`src/rtl/sstx_pkg.sv`:
```
package sstx_pkg;
  // Events derived at one system clock edge from the sampled serial clocks.
  typedef struct packed {
    logic tick;    // bit-clock falling edge seen this cycle
    logic start;   // own transmit window opens at this tick
    logic active;  // this tick lies inside the own transmit window
  } slot_ev_t;
endpackage

```
`src/rtl/sstx_framer.sv`:
```
module sstx_framer
  import sstx_pkg::*;
(
  input  logic     clk,
  input  logic     clr,
  input  logic     bclk,
  input  logic     lrclk,
  input  logic     chan_sel,
  input  logic     fmt_i2s,
  output slot_ev_t ev
);
  localparam int HIST = 2;

  logic            bclk_q;
  logic [HIST-1:0] lr_hist;   // [0] = level at last tick, [1] = tick before
  logic            win_new;
  logic            win_old;

  always_ff @(posedge clk) begin
    if (clr) begin
      bclk_q  <= 1'b0;
      lr_hist <= '0;
    end else begin
      bclk_q <= bclk;
      if (ev.tick) lr_hist <= {lr_hist[HIST-2:0], lrclk};
    end
  end

  // Window level: current level for aligned framing, one tick late otherwise.
  always_comb begin
    if (fmt_i2s) begin
      win_new = lr_hist[0];
      win_old = lr_hist[1];
    end else begin
      win_new = lrclk;
      win_old = lr_hist[0];
    end
    ev.tick   = bclk_q & ~bclk;
    ev.active = ev.tick & (win_new == chan_sel);
    ev.start  = ev.active & (win_old != chan_sel);
  end
endmodule

```
`src/rtl/sstx_hold.sv`:
```
module sstx_hold #(
  parameter int WORD_W = 16
) (
  input  logic              clk,
  input  logic              clr,
  input  logic              s_valid,
  output logic              s_ready,
  input  logic [WORD_W-1:0] s_data,
  input  logic              take,
  output logic [WORD_W-1:0] word_o,
  output logic              underrun
);
  logic              full;
  logic [WORD_W-1:0] hold_q;
  logic [WORD_W-1:0] last_q;
  logic              accept;

  assign s_ready = ~full;
  assign accept  = s_valid & ~full;
  assign word_o  = full ? hold_q : last_q;

  always_ff @(posedge clk) begin
    if (clr) begin
      full     <= 1'b0;
      hold_q   <= '0;
      last_q   <= '0;
      underrun <= 1'b0;
    end else begin
      if (take) begin
        last_q   <= word_o;
        underrun <= ~full;
        full     <= 1'b0;
      end
      if (accept) begin
        hold_q <= s_data;
        full   <= 1'b1;
      end
    end
  end
endmodule

```
`src/rtl/sstx_shifter.sv`:
```
module sstx_shifter
  import sstx_pkg::*;
#(
  parameter int WORD_W = 16
) (
  input  logic              clk,
  input  logic              clr,
  input  slot_ev_t          ev,
  input  logic [WORD_W-1:0] word_i,
  output logic              sd_o,
  output logic              sd_oe
);
  logic [WORD_W-1:0] sh_q;
  logic              armed;

  always_ff @(posedge clk) begin
    if (clr) begin
      sh_q  <= '0;
      armed <= 1'b0;
      sd_oe <= 1'b0;
    end else if (ev.tick) begin
      if (ev.start) begin
        sh_q  <= word_i;
        armed <= 1'b1;
        sd_oe <= 1'b1;
      end else if (ev.active) begin
        sh_q  <= {sh_q[WORD_W-2:0], 1'b0};
        sd_oe <= armed;
      end else begin
        sd_oe <= 1'b0;
      end
    end
  end

  assign sd_o = sd_oe & sh_q[WORD_W-1];
endmodule

```
`src/rtl/sstx_top.sv`:
```
module sstx_top
  import sstx_pkg::*;
#(
  parameter int WORD_W = 16
) (
  input  logic              clk,
  input  logic              clr,
  input  logic              bclk,
  input  logic              lrclk,
  input  logic              chan_sel,
  input  logic              fmt_i2s,
  input  logic              s_valid,
  output logic              s_ready,
  input  logic [WORD_W-1:0] s_data,
  output logic              sd_o,
  output logic              sd_oe,
  output logic              underrun
);
  slot_ev_t          ev;
  logic [WORD_W-1:0] next_word;

  sstx_framer u_framer (
    .clk      (clk),
    .clr      (clr),
    .bclk     (bclk),
    .lrclk    (lrclk),
    .chan_sel (chan_sel),
    .fmt_i2s  (fmt_i2s),
    .ev       (ev)
  );

  sstx_hold #(.WORD_W(WORD_W)) u_hold (
    .clk      (clk),
    .clr      (clr),
    .s_valid  (s_valid),
    .s_ready  (s_ready),
    .s_data   (s_data),
    .take     (ev.start),
    .word_o   (next_word),
    .underrun (underrun)
  );

  sstx_shifter #(.WORD_W(WORD_W)) u_shift (
    .clk    (clk),
    .clr    (clr),
    .ev     (ev),
    .word_i (next_word),
    .sd_o   (sd_o),
    .sd_oe  (sd_oe)
  );
endmodule

```
`config.mk`:
```
export PLATFORM = sky130hd
export DESIGN_NAME = sstx_top
export DESIGN_NICKNAME = d
export VERILOG_FILES = /design/src/rtl/sstx_pkg.sv /design/src/rtl/sstx_framer.sv /design/src/rtl/sstx_hold.sv /design/src/rtl/sstx_shifter.sv /design/src/rtl/sstx_top.sv
export SDC_FILE = /design/constraint.sdc
export NUM_CORES = 1
export LEC_CHECK = 0
export ABC_AREA = 0
export BUFFER_PORTS_ARGS = -buffer_cell sky130_fd_sc_hd__buf_2
export CORE_MARGIN = 2
export CORE_UTILIZATION = 50
export DETAILED_ROUTE_END_ITERATION = 12
export GPL_TIMING_DRIVEN = 0
export HOLD_SLACK_MARGIN = 0.1
export PLACE_DENSITY = 0.7
export SYNTH_ARGS = -nofsm -noshare
export SYNTH_HDL_FRONTEND = slang
export SYNTH_SLANG_ARGS = --single-unit
```
`constraint.sdc`:
```
create_clock -name clk -period 1.9 [get_ports clk]
set_input_delay 0.095 -clock clk [delete_from_list [all_inputs] [get_ports clk]]
set_output_delay 0.095 -clock clk [all_outputs]
set_load 0.02 [all_outputs]
```
# ---- After elaboration in Yosys (flattened, before gate mapping)
# Cells that the tools add are included.
# W data, S select, Z words.
dict set report op_classes {
  n_mux 9
  n_eq_ne 2
  bitwise_logic 7
  reduce_logical 4
}
# cell n
set op_table {}
lappend op_table {{$mux W16} 3}
lappend op_table {{$mux W1} 6}
lappend op_table {{$and A1 B1 Y1} 5}
lappend op_table {{$reduce_and A2 Y1} 2}
lappend op_table {{$reduce_bool A2 Y1} 2}
lappend op_table {{$not A1 Y1} 2}
lappend op_table {{$eq A1 B1 Y1} 1}
lappend op_table {{$ne A1 B1 Y1} 1}
dict set report totals {
  out_inout_bits 4
  register_bits 55
  inputBits 23
  wordCells 31
}

# ---- Logic depth before layout (Yosys ltp)
# Gate-level depths: netlist of run 1.
dict set report logic_depth {
  word_depth 6
  mapped_depth 6
  ltp_nobuf 4
}

# ---- Modules after synthesis
# Synthesis of run 1 repeated with hierarchy kept, for this count alone.
dict set report unflattened {
  hier_cells 253
  hier_area_um2 2796.4
}
# module n_inst area_each_um2 cells_each seq_area_each_um2
set by_module_without_submodules {}
lappend by_module_without_submodules {sstx_hold 1 1684.1 152 680.7}
lappend by_module_without_submodules {sstx_shifter 1 938.4 80 360.3}
lappend by_module_without_submodules {sstx_framer 1 173.9 21 60.1}

# ---- Worst setup path before layout of run 1
# No wires, ideal clock.
dict set report synth_path {
  kind {register to register}
  from {register u_framer.lr_hist[0]}
  to {register u_hold.last_q[10]}
  n_path_buf 1
  t_arrival_ns 1.349
  path_stages_with_launch 6
  setup_ns 0.088
  synth_period_minus_slack_ns 1.437
  t_required_ns 1.812
  setup_slack_ns 0.463
  cell_sequence {dfxtp_1 -> mux2i_4 -> xor2_2 -> buf_6 -> a31oi_1 -> a311oi_2}
}
dict set report synth_via {
  elab_chain_len 4
  word_cells_on_any_way 6
  cone_classes {eq/ne: 2; mux: 2; bitwise: 2}
}
# item line
set synth_rtl {}
lappend synth_rtl {{start: declaration} sstx_framer.sv:15} ;# logic [HIST-1:0] lr_hist;
lappend synth_rtl {{start signal: assignment} sstx_framer.sv:25} ;# if (ev.tick) lr_hist <= {lr_hist[HIST-2:0], lrclk};
lappend synth_rtl {{$mux W1} sstx_framer.sv:31} ;# if (fmt_i2s) begin
lappend synth_rtl {{$eq A1 B1 Y1} sstx_framer.sv:39} ;# ev.active = ev.tick & (win_new == chan_sel);
lappend synth_rtl {{$and A1 B1 Y1} sstx_framer.sv:39}
lappend synth_rtl {{$and A1 B1 Y1 (*)} sstx_framer.sv:40} ;# ev.start = ev.active & (win_old != chan_sel);
lappend synth_rtl {{end signal: assignment} sstx_hold.sv:30} ;# last_q <= word_o;
lappend synth_rtl {{end: declaration} sstx_hold.sv:15} ;# logic [WORD_W-1:0] last_q;
# Every way passes the cells marked *; elsewhere a longest branch is shown, timed or not.
# A chain may end at the register's enable or synchronous reset.

# ---- Final worst setup path of run 1
dict set report layout_path {
  from {input port lrclk}
  to {register u_hold.last_q[10]}
}
dict set report layout_via {
  elab_chain_len 4
}
# item line
set layout_rtl {}
lappend layout_rtl {{start: declaration} sstx_top.sv:9} ;# input logic lrclk,
lappend layout_rtl {{$mux W1} sstx_framer.sv:31}
lappend layout_rtl {{$eq A1 B1 Y1} sstx_framer.sv:39}
lappend layout_rtl {{$and A1 B1 Y1} sstx_framer.sv:39}
lappend layout_rtl {{$and A1 B1 Y1} sstx_framer.sv:40}
# No other way between the ends.

==> metrics, run 1 <==
fin crit share 93.83%; DR DRC count 0; die height approximately 75 um; RSZ-0062 raised after global routing no; FP Rows 25; # IOs 27; die area approximately 5700 um^2; Post-Synthesis Mean Instance Area 9.352 um^2; total grt overflow 0; P per Cell Area ~760 nW/um^2; met3 usage under 10%; Antenna Violating Nets Remaining 0; Skew-Pair Late Insertion Delay a little over 0.3 ns; crit path DAT about 2 ns; count leader, synth dfxtp_1; largest net degree at the start of global routing 17; PortBufs 26; final hold violation count 0; Synth Register Bits 55; FILL cells roughly 450; TritonRoute pass-1 iters 4; most frequent cells after synthesis 55 x dfxtp_1, 38 x nand2_1, 25 x mux2i_1; setup TNS 0 ns; RR Endpoint u_hold.last_q[10]$_SDFFE_PP0P_; clk_skew 0.006058 ns; leakage about 1.1 nW; Worst Path Max Fanout 10; initial core utilization between 50 and 60%; CTS tree built; Post-CTS Setup Bufs 0; EDFF count, synth 0; clock buffer count from CTS 5; Reg2Reg Depth 5; Slew Limit Fails 0; area leader, netlist dfxtp_1; initial DRC count 87; Core ar. a little under 5000 um^2; GR Util met1 between 20% and 30%; grt met2 use between 30 and 40%; Fmax around 0.56 GHz; CP Launch Point lrclk; Total Power around 2.3 mW; number of global-route vias before repair about 2000; register area share after synthesis a little over two fifths; Total GRT Usage between 20% and 30%; Most Crowded Layer GR met2; Worst-path clk slew around 0.090 ns; clk root buf clkbuf_8; IR drop worst, VDD 0.4647 mV; Yosys cell types 31; Worst-Margin Slew roughly 0.65 ns; Worst Path Required around 2.1 ns; min Tclk post-route ~1.8 ns; worst setup path category input port to flop; final hold slack approximately 0.11 ns; worst rel slew slack a little under three fifths; worst r2r src u_framer.lr_hist[0]$_SDFFE_PP0P_; Max Root-Sink Buffers 2; Min-Delay Path Class input port to flop; CP Capture Type flop; DR vias/cell between 5 and 6; largest cells by area after synthesis dfxtp_1 43%, mux2i_1 9.8%, nand2_1 5.6%; drt wl/cell about 15 um; MaxCap Viol Count 0; Synth Instances approximately 270; Yosys warning count 0; Async S/R FF share, synth 0%; share of layout cells above drive strength 1 about a fifth; Worst setup SP type input port; Post-Syn Nets just under 300; DR vias around 2100; initial antenna violation count 0; WL final ~5800 um; synthesized cell area between 2000 and 3000 um^2; total clock sinks 55; diode count 0; reg-to-reg setup timing slack 0.20 ns; Layout Nets 345; crit path capture u_hold.last_q[10]$_SDFFE_PP0P_; placed cell area between 2000 and 3000 um^2; Die Wd approximately 75 um; global-route wire length before repair roughly 9400 um; Routability Congestion around 0.77; H-tree levels 2; Most used DFF post-synth dfxtp_1; hold path cells 3; Setup-failing EPs final 0; Synth top area share a little over two fifths; status finished clean; final core utilization between 60% and 70%; cell area after layout slightly above 3000 um^2; Detail Placement HPWL approximately 3900 um; P&R area growth vs syn 19.38%
==> per-layer routing <==
layer	part of all wire (%)	up-vias
li1	-	1065
met1	48	992
met2	47	32
met3	2.2	8
met4	1.9	0
met5	0	-
==> layout make-up <==
class | count | area [um^2] | area share, %
buffer | 23 | 118.9 | 3.914
clock buffer | 6 | 72.57 | 2.390
clock inverter | 1 | 30.03 | 0.9889
inverter | 13 | 48.80 | 1.607
multi-input combinational | 180 | 1271 | 41.86
sequential | 55 | 1101 | 36.26
tap | 67 | 83.83 | 2.761
timing repair buffer | 44 | 310.3 | 10.22
==> layout by cell type (no fill, tap or decap), types with 9 or more instances in the layout <==
master | Yosys | layout
nand2b_1 | 16 | 16
inv_1 | 13 | 13
nor2_1 | 9 | 9
a21oi_1 | 21 | 21
dfxtp_1 | 55 | 55
a31oi_1 | 17 | 17
buf_2 | 11 | 37
dlygate4sd3_1 | 0 | 18
mux2i_1 | 25 | 25
clkbuf_1 | 10 | 10
o2bb2ai_1 | 12 | 12
nand2_1 | 38 | 38
==> power by group <==
part | total, mW | leakage (nW) | switching [mW] | internal, mW
Clock | 0.762 | 0.0513 | 0.375 | 0.387
Combinational | 0.327 | 0.614 | 0.191 | 0.136
Sequential | 1.21 | 0.447 | 0.0190 | 1.19
==> state kept, by name, indices dropped and copies added (netlist names) <==
register and cells:
u_hold.hold_q 16, u_hold.last_q 16, u_hold.underrun 1, u_hold.full 1
u_shift.armed 1, u_shift.sd_oe 1, u_framer.lr_hist 2, u_framer.bclk_q 1
u_shift.sh_q 16
==> stage by stage <==
step	instances	setup slack, ns
2_1_floorplan	272	0.4628
3_3_place_gp	365	0.08011
3_5_place_dp	365	0.01649
4_1_cts	389	0.1199
5_1_grt	389	0.01131
6_report	389	0.1171
==> critical path, stage by stage <==
cell and delay, ns:
dlygate4sd3_1 0.53, buf_2 0.14, mux2i_4 0.21, xor2_2 0.47, buf_6 0.22, a31oi_1 0.10
a311oi_2 0.24
==> how the worst min path moves through the flow <==
stage | startpoint | to | slack, ns
6_report | s_valid | u_hold.full$_SDFFE_PP0P_ | 0.11
2_1_floorplan | bclk | u_framer.bclk_q$_SDFF_PP0_ | 0.22
5_1_grt | clr | u_shift.sh_q[15]$_SDFFE_PP0P_ | 0.13
4_1_cts | s_valid | u_hold.full$_SDFFE_PP0P_ | 0.11
3_3_place_gp | s_data[10] | u_hold.hold_q[10]$_SDFFE_PP0P_ | 0.34
3_5_place_dp | s_data[15] | u_hold.hold_q[15]$_SDFFE_PP0P_ | 0.34
==> logic make-up (layout without fill, tap and decap cells) <==
kind of cell              after synthesis  after routing  synth area share [%]
and+or+nand+nor                        76             76                 14.07
xor gates and xnor gates                4              4                 1.968
DFF                                    55             55                 43.29
muxes                                  30             30                 12.49
buffers and inverters                  37             87                 6.739
AOI/OAI and AO/OA                      70             70                 21.45
==> what timing repair did <==
item | CTS | global route
endpoints found under the hold margin | 18 | 0
hold buffers | 18 | 0
endpoints found under the setup margin | 1 | 0
resized for setup | 0 | 0
Power figures use the tool's default switching activity.
==> run 2: changes to the inputs <==
--- a/config.mk
+++ b/config.mk
@@ -7,7 +7,6 @@
 export LEC_CHECK = 0
 export ABC_AREA = 0
 export BUFFER_PORTS_ARGS = -buffer_cell sky130_fd_sc_hd__buf_2
-export CORE_MARGIN = 2
 export CORE_UTILIZATION = 50
 export DETAILED_ROUTE_END_ITERATION = 12
 export GPL_TIMING_DRIVEN = 0
==> metrics, run 2 (synthesis results as in run 1) <==
biggest regs u_hold.hold_q (16), u_hold.last_q (16), u_shift.sh_q (16); initial DRC count 173 (+99%); worst rel slew slack 49.24% (-7.3 points); final hold violation count 0 (unchanged); DR DRC count 0 (unchanged); clk root buf clkbuf_8; Worst Path Max Fanout 10 (unchanged); total grt overflow 0 (unchanged); Worst-path clk slew 0.10 ns (about the same); share of layout cells above drive strength 1 19.57% (unchanged); most frequent cells in the layout 55 x dfxtp_1, 38 x nand2_1, 37 x buf_2, 25 x mux2i_1, 21 x a21oi_1; Skew-Pair Late Insertion Delay 0.31 ns (about the same); clock buffer count from CTS 5 (unchanged); commonest non-fill, non-tap cell in the layout dfxtp_1; drt wl/cell 15.51 um (+4.0%); Detail Placement HPWL 3955 um (+1.9%); Fmax 0.5799 GHz (+3.4%); Worst Path Required 2.11 ns (-0.02 ns); leakage 1.114 nW (+0.15%); Total Power 2.293 mW (about the same); Routability Congestion 0.7838 (+2.1%); MaxCap Viol Count 0 (unchanged); status finished clean; Post-CTS Setup Bufs 0 (unchanged); crit path DAT 1.93 ns (-0.08 ns); P&R area growth vs syn 19.82%; die area 5377 um^2 (-5.2%); total clock sinks 55 (unchanged); hold path startpoint s_valid; Antenna Violating Nets Remaining 0 (unchanged); worst setup path category flop to flop; fin crit share 90.76% (-3.1 points); Total GRT Usage 24.76% (+2.7 points); diode count 0 (unchanged); IR drop worst, VDD 0.4214 mV (-9.3%); P per Cell Area 752.2 nW/um^2 (-0.44%); cell area after layout 3048 um^2 (+0.37%); Min-Delay Path Class input port to flop; die height 73.33 um (-2.7%); PortBufs 26 (unchanged); FP Rows 25 (unchanged); DR vias/cell 5.530 (+2.6%); Die Wd 73.33 um (-2.7%); Layout Nets 345 (unchanged); worst r2r src u_hold.full$_SDFFE_PP0P_; placed cells 365 (unchanged); CP Launch Point u_hold.full$_SDFFE_PP0P_; number of global-route vias before repair 2128 (+8.3%); RSZ-0062 raised after global routing no; CTS tree built; initial antenna violation count 0 (unchanged); global-route wire length before repair 10060 um (+7.4%); CP Capture Type flop; WL final 6034 um (+4.0%); setup TNS 0 ns (unchanged); min Tclk post-route 1.724 ns (-0.05849 ns); Setup WS pre-CTS 0.05944 ns (+0.04295 ns); clk_skew 0.008651 ns (+0.002593 ns); H-tree levels 2 (unchanged); initial core utilization 52.81% (unchanged); Worst setup SP type flop; # IOs 27 (unchanged); Max Root-Sink Buffers 2 (unchanged); Setup-failing EPs final 0 (unchanged); largest net degree at the start of global routing 16 (-1); Core ar. 4817 um^2 (unchanged); Non-Filler Instances 389 (unchanged); Worst-Margin Slew 0.7595 ns (+0.1097 ns); TritonRoute pass-1 iters 4 (unchanged); reg-to-reg setup timing slack 0.18 ns (-0.02 ns); Slew Limit Fails 0 (unchanged); DR vias 2151 (+2.6%); placed cell area 2758 um^2 (unchanged); worst setup margin 0.1756 ns (+0.05849 ns)
run 2: critical path, stage by stage, from the launching register on:
cell and delay [ns]:
dfxtp_1 0.38, buf_2 0.31, buf_2 0.37, mux2i_1 0.32
mux2i_1 0.12, o2bb2ai_1 0.13
run 2: per-layer routing:
metal | routed length, um | vias up | global-route usage [%]
met2 | 2837 | 50 | 41.98
met5 | 0 | - | 0
li1 | - | 1067 | -
met4 | 67 | 0 | 6.197
met3 | 219 | 6 | 4.527
met1 | 2910 | 1028 | 32.64
run 2: per-stage QoR:
step	utilization [%]	hold WS, ns
2_1_floorplan	-	0.2232
3_3_place_gp	57.25	0.3342
3_5_place_dp	57.25	0.3388
4_1_cts	63.12	0.1009
5_1_grt	63.27	0.1467
6_report	63.27	0.1274
run 2: final timing paths:
check / endpoint / cells after the start
worst max-delay path: u_shift.sh_q[11]$_SDFFE_PP0P_ / 5
worst min-delay path: u_hold.full$_SDFFE_PP0P_ / 3
worst max register to register: u_shift.sh_q[11]$_SDFFE_PP0P_ / 5
worst min register to register: u_hold.hold_q[2]$_SDFFE_PP0P_ / 2
run 2: final cells by class:
type	count	area [um^2]
Fill cell	455	1769
Inverter	13	48.80
Clock buffer	6	72.57
Buffer	23	118.9
Multi-Input combinational cell	180	1282
Clock inverter	1	30.03
Sequential cell	55	1101
Timing Repair Buffer	44	310.3
Tap cell	67	83.83
run 2: timing repair:
item | 4_1_cts | 5_1_grt
hold buffers | 18 | 0
setup endpoints to repair | 0 | 11
endpoints found under the hold margin | 18 | 0
resized for setup | 0 | 1
run 2: report_power, final:
| part | switching, mW | internal, mW | leakage, nW |
|---|---|---|---|
| logic | 0.196 | 0.138 | 0.616 |
| clock network | 0.366 | 0.387 | 0.0513 |
| registers | 0.0196 | 1.19 | 0.447 |
| total | 0.581 | 1.71 | 1.11 |
